### config.mk
export PLATFORM = sky130hd
export DESIGN_NAME = step_pulse_gen
export DESIGN_NICKNAME = d
export VERILOG_FILES = /design/src/rtl/spg_pkg.sv /design/src/rtl/spg_phase_acc.sv /design/src/rtl/spg_step_seq.sv /design/src/rtl/spg_out_enc.sv /design/src/rtl/step_pulse_gen.sv
export SDC_FILE = /design/constraint.sdc
export NUM_CORES = 1
export LEC_CHECK = 0
export ABC_AREA = 1
export BUFFER_PORTS_ARGS = -buffer_cell sky130_fd_sc_hd__buf_2
export CORE_ASPECT_RATIO = 1.1
export CORE_MARGIN = 1.5
export CORE_UTILIZATION = 60
export CTS_CLUSTER_DIAMETER = 120
export DETAILED_ROUTE_END_ITERATION = 10
export MAX_ROUTING_LAYER = met4
export PLACE_DENSITY_LB_ADDON = 0.15
export SLEW_MARGIN = 40
export SYNTH_ARGS = -nofsm -noshare
export SYNTH_HDL_FRONTEND = slang
export SYNTH_SLANG_ARGS = --single-unit
### constraint.sdc
create_clock -name clk -period 5.71 [get_ports clk]
set_clock_uncertainty 0.1 [all_clocks]
set_input_delay 1.142 -clock clk [delete_from_list [all_inputs] [get_ports clk]]
set_output_delay 1.142 -clock clk [all_outputs]
set_load 0.01 [all_outputs]
### src/rtl/spg_pkg.sv
package spg_pkg;

   typedef enum logic [1:0] {
      MODE_STEPDIR = 2'd0,
      MODE_UPDN    = 2'd1,
      MODE_QUAD    = 2'd2,
      MODE_ALT     = 2'd3
   } spg_mode_e;

   typedef enum logic [1:0] {
      ST_IDLE  = 2'd0,
      ST_ACT   = 2'd1,
      ST_SPACE = 2'd2
   } spg_state_e;

endpackage

### src/rtl/spg_phase_acc.sv
module spg_phase_acc #(
   parameter int ACC_W = 32
) (
   input  logic                    clk,
   input  logic                    rst_n,
   input  logic                    enable,
   input  logic signed [ACC_W-1:0] rate,
   output logic                    req_fwd,
   output logic                    req_rev
);

   logic [ACC_W-1:0]        acc_q;
   logic signed [ACC_W+1:0] sum;

   assign sum = $signed({2'b00, acc_q}) + $signed({{2{rate[ACC_W-1]}}, rate});

   always_ff @(posedge clk) begin
      if (!rst_n || !enable) begin
         acc_q   <= '0;
         req_fwd <= 1'b0;
         req_rev <= 1'b0;
      end else begin
         acc_q   <= sum[ACC_W-1:0];
         req_fwd <= sum[ACC_W] & ~sum[ACC_W+1];
         req_rev <= sum[ACC_W+1];
      end
   end


   fwd_src_chk: assert property (@(posedge clk) disable iff (!rst_n)
      req_fwd |-> ($past(enable) && $past(rate) > 0));

   rev_src_chk: assert property (@(posedge clk) disable iff (!rst_n)
      req_rev |-> ($past(enable) && $past(rate) < 0));

endmodule

### src/rtl/spg_step_seq.sv
module spg_step_seq
   import spg_pkg::*;
#(
   parameter int TIME_W = 16,
   parameter int CNT_W  = 32,
   parameter int PEND_W = 8
) (
   input  logic                    clk,
   input  logic                    rst_n,
   input  logic                    enable,
   input  logic                    req_fwd,
   input  logic                    req_rev,
   input  logic                    quad_sel,
   input  logic [TIME_W-1:0]       step_len,
   input  logic [TIME_W-1:0]       step_space,
   input  logic [TIME_W-1:0]       dir_setup,
   input  logic [TIME_W-1:0]       dir_hold,
   output logic                    active,
   output logic [1:0]              seg,
   output logic                    dir,
   output logic signed [CNT_W-1:0] position
);

   localparam int PX_W = PEND_W + 2;
   localparam logic signed [PX_W-1:0]   P_ONE     = {{(PX_W-1){1'b0}}, 1'b1};
   localparam logic signed [PX_W-1:0]   P_MAX_EXT = {3'b000, {(PEND_W-1){1'b1}}};
   localparam logic signed [PX_W-1:0]   P_MIN_EXT = {3'b111, {(PEND_W-2){1'b0}}, 1'b1};
   localparam logic signed [PEND_W-1:0] PEND_MAX  = {1'b0, {(PEND_W-1){1'b1}}};
   localparam logic signed [PEND_W-1:0] PEND_MIN  = {1'b1, {(PEND_W-2){1'b0}}, 1'b1};

   spg_state_e               state;
   logic [TIME_W-1:0]        tmr;
   logic [TIME_W-1:0]        stable_cnt;
   logic [TIME_W-1:0]        since_end;
   logic                     dir_q;
   logic signed [PEND_W-1:0] pending;
   logic signed [PEND_W-1:0] p_nxt;
   logic signed [PX_W-1:0]   p_sum;
   logic [TIME_W-1:0]        eff_len, eff_space, eff_setup, eff_hold;
   logic                     have_req, want_rev, can_turn, start;
   logic [1:0]               last_seg;

   assign eff_len   = (step_len   == '0) ? TIME_W'(1) : step_len;
   assign eff_space = (step_space == '0) ? TIME_W'(1) : step_space;
   assign eff_setup = (dir_setup  == '0) ? TIME_W'(1) : dir_setup;
   assign eff_hold  = (dir_hold   == '0) ? TIME_W'(1) : dir_hold;
   assign last_seg  = quad_sel ? 2'd2 : 2'd0;

   assign have_req = (pending != '0);
   assign want_rev = pending[PEND_W-1];
   assign can_turn = (state == ST_IDLE) && enable && have_req && (want_rev != dir_q)
                     && (since_end >= eff_hold);
   assign start    = (state == ST_IDLE) && enable && have_req && (want_rev == dir_q)
                     && (stable_cnt >= eff_setup);

   always_comb begin
      p_sum = {{2{pending[PEND_W-1]}}, pending};
      if (req_fwd) p_sum = p_sum + P_ONE;
      if (req_rev) p_sum = p_sum - P_ONE;
      if (start)   p_sum = dir_q ? (p_sum + P_ONE) : (p_sum - P_ONE);
      if (p_sum > P_MAX_EXT)      p_nxt = PEND_MAX;
      else if (p_sum < P_MIN_EXT) p_nxt = PEND_MIN;
      else                        p_nxt = p_sum[PEND_W-1:0];
   end

   always_ff @(posedge clk) begin
      if (!rst_n) begin
         pending <= '0;
      end else if (!enable) begin
         pending <= '0;
      end else begin
         pending <= p_nxt;
      end
   end

   always_ff @(posedge clk) begin
      if (!rst_n) begin
         dir_q      <= 1'b0;
         stable_cnt <= '0;
      end else if (can_turn) begin
         dir_q      <= ~dir_q;
         stable_cnt <= '0;
      end else if (~&stable_cnt) begin
         stable_cnt <= stable_cnt + 1'b1;
      end
   end

   always_ff @(posedge clk) begin
      if (!rst_n) begin
         state     <= ST_IDLE;
         tmr       <= '0;
         seg       <= 2'd0;
         since_end <= '1;
      end else begin
         if (~&since_end) since_end <= since_end + 1'b1;
         case (state)
            ST_IDLE: begin
               if (start) begin
                  state <= ST_ACT;
                  tmr   <= TIME_W'(1);
                  seg   <= 2'd0;
               end
            end
            ST_ACT: begin
               if (tmr >= eff_len) begin
                  tmr <= TIME_W'(1);
                  if (seg >= last_seg) begin
                     state     <= ST_SPACE;
                     seg       <= 2'd0;
                     since_end <= '0;
                  end else begin
                     seg <= seg + 2'd1;
                  end
               end else begin
                  tmr <= tmr + 1'b1;
               end
            end
            ST_SPACE: begin
               if (tmr >= eff_space) state <= ST_IDLE;
               else                  tmr   <= tmr + 1'b1;
            end
            default: state <= ST_IDLE;
         endcase
      end
   end

   always_ff @(posedge clk) begin
      if (!rst_n)     position <= '0;
      else if (start) position <= dir_q ? (position - 1'b1) : (position + 1'b1);
   end

   assign active = (state == ST_ACT);
   assign dir    = dir_q;


   pend_no_wrap_chk: assert property (@(posedge clk) disable iff (!rst_n)
      (pending == PEND_MAX) |=> !pending[PEND_W-1]);

   dir_setup_chk: assert property (@(posedge clk) disable iff (!rst_n)
      (state == ST_ACT && $past(state) == ST_IDLE) |-> ($past(stable_cnt) >= $past(eff_setup)));

   dir_hold_chk: assert property (@(posedge clk) disable iff (!rst_n)
      !$stable(dir_q) |-> ($past(state) == ST_IDLE && $past(since_end) >= $past(eff_hold)));

   pos_step_chk: assert property (@(posedge clk) disable iff (!rst_n)
      (position != $past(position)) |-> ($past(state) == ST_IDLE && state == ST_ACT));

   en_low_clear_chk: assert property (@(posedge clk) disable iff (!rst_n)
      !enable |=> (pending == '0));

endmodule

### src/rtl/spg_out_enc.sv
module spg_out_enc
   import spg_pkg::*;
#(
   parameter bit HAS_QUAD = 1'b1
) (
   input  spg_mode_e  mode,
   input  logic       active,
   input  logic [1:0] seg,
   input  logic       dir,
   output logic       out_a,
   output logic       out_b
);

   if (HAS_QUAD) begin : g_quad
      always_comb begin
         case (mode)
            MODE_UPDN: begin
               out_a = active & ~dir;
               out_b = active & dir;
            end
            MODE_QUAD: begin
               if (!active) begin
                  {out_a, out_b} = 2'b00;
               end else begin
                  case (seg)
                     2'd0:    {out_a, out_b} = dir ? 2'b10 : 2'b01;
                     2'd1:    {out_a, out_b} = 2'b11;
                     default: {out_a, out_b} = dir ? 2'b01 : 2'b10;
                  endcase
               end
            end
            default: begin
               out_a = active;
               out_b = dir;
            end
         endcase
      end
   end else begin : g_noquad
      always_comb begin
         if (mode == MODE_UPDN) begin
            out_a = active & ~dir;
            out_b = active & dir;
         end else begin
            out_a = active;
            out_b = dir;
         end
      end
   end

endmodule

### src/rtl/step_pulse_gen.sv
module step_pulse_gen
   import spg_pkg::*;
#(
   parameter int ACC_W    = 32,
   parameter int TIME_W   = 16,
   parameter int CNT_W    = 32,
   parameter int PEND_W   = 8,
   parameter bit HAS_QUAD = 1'b1
) (
   input  logic                    clk,
   input  logic                    rst_n,
   input  logic                    enable,
   input  logic signed [ACC_W-1:0] rate,
   input  logic [1:0]              step_mode,
   input  logic [TIME_W-1:0]       step_len,
   input  logic [TIME_W-1:0]       step_space,
   input  logic [TIME_W-1:0]       dir_setup,
   input  logic [TIME_W-1:0]       dir_hold,
   output logic                    out_a,
   output logic                    out_b,
   output logic signed [CNT_W-1:0] position
);

   if (ACC_W < 4 || ACC_W > 64) begin : g_bad_acc
      $error("step_pulse_gen: ACC_W must lie in 4..64");
   end
   if (TIME_W < 2) begin : g_bad_time
      $error("step_pulse_gen: TIME_W must be at least 2");
   end
   if (PEND_W < 3) begin : g_bad_pend
      $error("step_pulse_gen: PEND_W must be at least 3");
   end
   if (CNT_W < 2) begin : g_bad_cnt
      $error("step_pulse_gen: CNT_W must be at least 2");
   end

   spg_mode_e  mode_e;
   logic       req_fwd, req_rev;
   logic       active, dir;
   logic [1:0] seg;
   logic       quad_sel;

   assign mode_e   = spg_mode_e'(step_mode);
   assign quad_sel = HAS_QUAD && (mode_e == MODE_QUAD);

   spg_phase_acc #(.ACC_W(ACC_W)) u_acc (
      .clk     (clk),
      .rst_n   (rst_n),
      .enable  (enable),
      .rate    (rate),
      .req_fwd (req_fwd),
      .req_rev (req_rev)
   );

   spg_step_seq #(.TIME_W(TIME_W), .CNT_W(CNT_W), .PEND_W(PEND_W)) u_seq (
      .clk        (clk),
      .rst_n      (rst_n),
      .enable     (enable),
      .req_fwd    (req_fwd),
      .req_rev    (req_rev),
      .quad_sel   (quad_sel),
      .step_len   (step_len),
      .step_space (step_space),
      .dir_setup  (dir_setup),
      .dir_hold   (dir_hold),
      .active     (active),
      .seg        (seg),
      .dir        (dir),
      .position   (position)
   );

   spg_out_enc #(.HAS_QUAD(HAS_QUAD)) u_enc (
      .mode   (mode_e),
      .active (active),
      .seg    (seg),
      .dir    (dir),
      .out_a  (out_a),
      .out_b  (out_b)
   );


   quad_gray_chk: assert property (@(posedge clk) disable iff (!rst_n)
      (quad_sel && $past(quad_sel)) |-> ($countones({out_a, out_b} ^ $past({out_a, out_b})) <= 1));

   updn_excl_chk: assert property (@(posedge clk) disable iff (!rst_n)
      (mode_e == MODE_UPDN) |-> !(out_a && out_b));

endmodule

==> flow_metrics.py <==
metrics = {
    "global_routing": {
        "grt_pass1_wl_um": 46800,
        "grt_start_max_net_pins": 65,
        "grt.overflow.total": 0,
        "grt_antenna_before_repair": 0,
        "groute.usage.overall_pct": 29.2,
        "via_count_of_the_first_global_routing_pass": 10700,
    },
    "route": {
        "dr_wl_met3_um": 1160,
        "drt_iter0_drc": 792,
        "detailroute.via_count": 11600,
        "antenna_left": 0,
        "drt-total-wl_um": 27300,
        "drt-met1-wl_um": 13000,
        "drc": 0,
        "avgViaCountPerCell": 5.53,
        "wire_per_inst_um": 13.1,
        "dr.max_layer_used": "met4",
        "dr.pass1.iters": 5,
        "routed_wl_met2_um": 12800,
    },
    "sta": {
        "final.period_utilization_pct": 66.7,
        "final_critical_period_ns": 3.81,
        "final_hold_viol_count": 0,
        "setup_repair_after_global_routing_missed_its_margin": "no",
        "max_slew.worst_pin.slew_ns": 0.714,
        "final_total_negative_setup_slack_ns": 0,
        "max_freq_mhz": 263,
        "max-slew-margin-rel_pct": 52.3,
        "timing_max_transition_violations_final": 0,
        "setup_violations": 0,
    },
    "clock_tree": {
        "clockBufferDepth": 2,
        "h-tree-depth": 4,
        "clkTransAtPathRegs_ns": 0.05,
        "clk_latency_ns": 0.42,
        "cts_num_sinks": 127,
        "cts_setup_buffers": 0,
        "cts_tree": "done",
        "post_cts_hold_buffer_count": 0,
        "number_of_gates_resized_after_cts": 0,
        "ctsRootBufferMaster": "sky130_fd_sc_hd__clkbuf_16",
        "numCtsBuffers": 17,
    },
    "setup_path": {
        "worst-setup-path-type": "in2reg",
        "r2r_slack_ns": 2.08,
        "arrival_ns": 4.01,
        "r2r.worst_path.cells": 24,
        "worst_setup_path_end_kind": "flop",
        "critPathLaunchType": "input pin",
        "reg2reg_from": "u_seq.pending[0]$_SDFF_PN0_",
        "crit-reg2reg-capture": "u_seq.pending[0]$_SDFF_PN0_",
        "path_max_fanout": 64,
        "timing.critical_path.required_ns": 5.91,
    },
    "synth": {
        "mappedNetlistNets": 1963,
        "post-synth-top-area-cell": "sky130_fd_sc_hd__dfxtp_1",
        "synth.avg_cell_area_um2": 6.57,
        "ys_seq_area_share_pct": 22.6,
        "synth.top_cells.by_area": "sky130_fd_sc_hd__dfxtp_1 23%, sky130_fd_sc_hd__ha_1 17%, sky130_fd_sc_hd__nand2_1 11%",
        "yosysWarnings": 0,
        "syn_inst": 1709,
        "yosys_cell_types": 50,
        "predominant_post_synthesis_flop_cell": "sky130_fd_sc_hd__dfxtp_1",
        "synth_enable_flop_cells": 0,
        "ys_seq_elements": 127,
        "synthesis.area_mm2": 0.0112,
        "ffs_w_async_s_r_synth_pct": 0,
        "yosys.area.top_type_share_pct": 22.6,
    },
    "floorplanning": {
        "number_of_placement_rows": 52,
        "die_x_um": 133,
        "die-area_mm2": 0.0196,
        "io_pins": 135,
        "floorplan.die.height_um": 147,
        "initial_utilization_pct": 61.2,
        "coreArea_mm2": 0.0183,
    },
    "layout": {
        "final_core_utilization_pct": 69.3,
        "finish.net_count": 2092,
        "diodes": 0,
        "layout-drive-gt1-share_pct": 10.7,
        "area_grow_syn2layout_pct": 13.1,
        "postLayoutCellArea_mm2": 0.0127,
    },
    "flow_run": {
        "cap_violations": 0,
    },
    "hold_path": {
        "whs_path_depth": 2,
        "whs_endpoint": "u_seq.stable_cnt[0]$_SDFFE_PP0N_",
        "worst_min_delay_path_startpoint": "u_seq.stable_cnt[0]$_SDFFE_PP0N_",
        "worstHoldPathType": "reg2reg",
    },
    "placed_design": {
        "dp.final_hpwl_um": 21100,
        "detailed_place.area_mm2": 0.0121,
        "portBuffers": 134,
        "routabilityCongestion": 0.953,
    },
    "pwr": {
        "leakagePower_nw": 6.49,
        "worst_vdd_ir_uv": 245,
        "power_density_mw_per_mm2": 290,
        "post-layout-total-power_mw": 3.69,
    },
    "outcome": {
        "run_status": "completed",
    },
}
report_power, final:
| group | total [mW] | leakage, nW | internal, mW | switching (mW) |
|---|---|---|---|---|
| Combinational | 1.46 | 5.18 | 0.541 | 0.917 |
| Clock | 1.09 | 0.275 | 0.676 | 0.409 |
| Sequential | 1.15 | 1.04 | 1.01 | 0.135 |
worst max-delay path, stage by stage:
cell and delay (ns):
sky130_fd_sc_hd__buf_2 0.10, sky130_fd_sc_hd__nor4_1 0.51, sky130_fd_sc_hd__a41o_1 0.25, sky130_fd_sc_hd__ha_1 0.11
sky130_fd_sc_hd__nand2_1 0.05, sky130_fd_sc_hd__nor2_1 0.08, sky130_fd_sc_hd__nand3_1 0.09, sky130_fd_sc_hd__nand3_2 0.16
sky130_fd_sc_hd__nand2_2 0.19, sky130_fd_sc_hd__inv_1 0.13, sky130_fd_sc_hd__buf_4 0.46, sky130_fd_sc_hd__o22ai_1 0.21
sky130_fd_sc_hd__a21oi_1 0.24, sky130_fd_sc_hd__inv_1 0.08, sky130_fd_sc_hd__a21oi_1 0.14, sky130_fd_sc_hd__nor2_1 0.05
how the worst max path moves through the flow:
| stage | start | endpoint | cells after the start |
|---|---|---|---|
| after global routing | dir_setup[9] | u_seq.seg[0]$_SDFFE_PN0P_ | 16 |
| after CTS | dir_setup[9] | u_seq.tmr[9]$_SDFFE_PN0P_ | 21 |
| after detailed placement | dir_setup[9] | u_seq.tmr[0]$_SDFFE_PN0P_ | 20 |
| final | dir_setup[9] | u_seq.seg[0]$_SDFFE_PN0P_ | 16 |
| after global placement | dir_setup[9] | u_seq.tmr[5]$_SDFFE_PN0P_ | 21 |
| after floorplan | rate[0] | u_acc.req_fwd$_SDFF_PN0_ | 16 |
through the flow:
| stage | hold slack (ns) | cells | setup WS, ns |
|---|---|---|---|
| after CTS | 0.415 | 2094 | 1.66 |
| after floorplan | 0.372 | 1709 | 2.54 |
| after global placement | 0.394 | 2062 | 1.40 |
| after global routing | 0.436 | 2094 | 1.49 |
| after detailed placement | 0.408 | 2062 | 1.25 |
| final | 0.413 | 2094 | 1.90 |
area by class of cell:
cell class / count / area [µm²]
fill: 1710 / 5640
timing repair buffer: 137 / 693
sequential: 127 / 2540
clock inverter: 9 / 109
clock buffer: 23 / 478
inverter: 243 / 912
multi-input combinational: 1312 / 7670
tap: 243 / 304
placed cells by master, fill, tap and decap left out, types with 7 or more instances in the layout:
cell type | Yosys | routed
sky130_fd_sc_hd__nand2_1 | 330 | 329
sky130_fd_sc_hd__o21ai_0 | 134 | 134
sky130_fd_sc_hd__o21a_1 | 12 | 12
sky130_fd_sc_hd__nor2_1 | 170 | 170
sky130_fd_sc_hd__inv_1 | 241 | 240
sky130_fd_sc_hd__nand3_1 | 79 | 79
sky130_fd_sc_hd__a21o_1 | 14 | 14
sky130_fd_sc_hd__xor2_1 | 29 | 29
sky130_fd_sc_hd__dfxtp_1 | 127 | 127
sky130_fd_sc_hd__o211ai_1 | 9 | 9
sky130_fd_sc_hd__buf_2 | 6 | 134
sky130_fd_sc_hd__clkbuf_16 | 0 | 17
sky130_fd_sc_hd__nor3_1 | 28 | 28
sky130_fd_sc_hd__nand4_1 | 15 | 15
sky130_fd_sc_hd__a21oi_1 | 202 | 202
sky130_fd_sc_hd__o21bai_1 | 10 | 10
sky130_fd_sc_hd__ha_1 | 150 | 150
sky130_fd_sc_hd__a31oi_1 | 13 | 13
sky130_fd_sc_hd__or2_2 | 7 | 7
sky130_fd_sc_hd__xnor2_1 | 27 | 27
sky130_fd_sc_hd__nand2_2 | 9 | 10
sky130_fd_sc_hd__nor4_1 | 19 | 19
metal layers:
| metal | vias up | global-route usage, % |
|---|---|---|
| li1 | 6003 | - |
| met1 | 5261 | 37.1 |
| met4 | 0 | 8.37 |
| met2 | 280 | 48.6 |
| met3 | 39 | 3.65 |
| met5 | - | - |
Yosys cell counts (19+ instances only):
cell type,number
sky130_fd_sc_hd__nor4_1,19
sky130_fd_sc_hd__ha_1,150
sky130_fd_sc_hd__a21oi_1,202
sky130_fd_sc_hd__nand2_1,330
sky130_fd_sc_hd__o21ai_0,134
sky130_fd_sc_hd__xor2_1,29
sky130_fd_sc_hd__nor3_1,28
sky130_fd_sc_hd__inv_1,241
sky130_fd_sc_hd__nor2_1,170
sky130_fd_sc_hd__nand3_1,79
sky130_fd_sc_hd__xnor2_1,27
sky130_fd_sc_hd__dfxtp_1,127
logic make-up after synthesis:
family | after synthesis | synth area share (%)
compound gates | 426 | 20.9
xor+xnor | 56 | 4.37
fa+ha+maj | 153 | 17.2
buf+inv | 270 | 9.15
flops | 127 | 22.6
simple gates | 677 | 25.7
registers in the layout (all words and copies together), names as in the netlist:
register	count
u_seq.seg	2
u_seq.since_end	16
u_seq.position	32
u_seq.pending	8
u_acc.req_fwd	1
u_seq.tmr	16
u_seq.state	2
u_seq.dir	1
u_acc.acc_q	32
u_acc.req_rev	1
u_seq.stable_cnt	16
No activity file was read; power rests on OpenSTA's default activity.
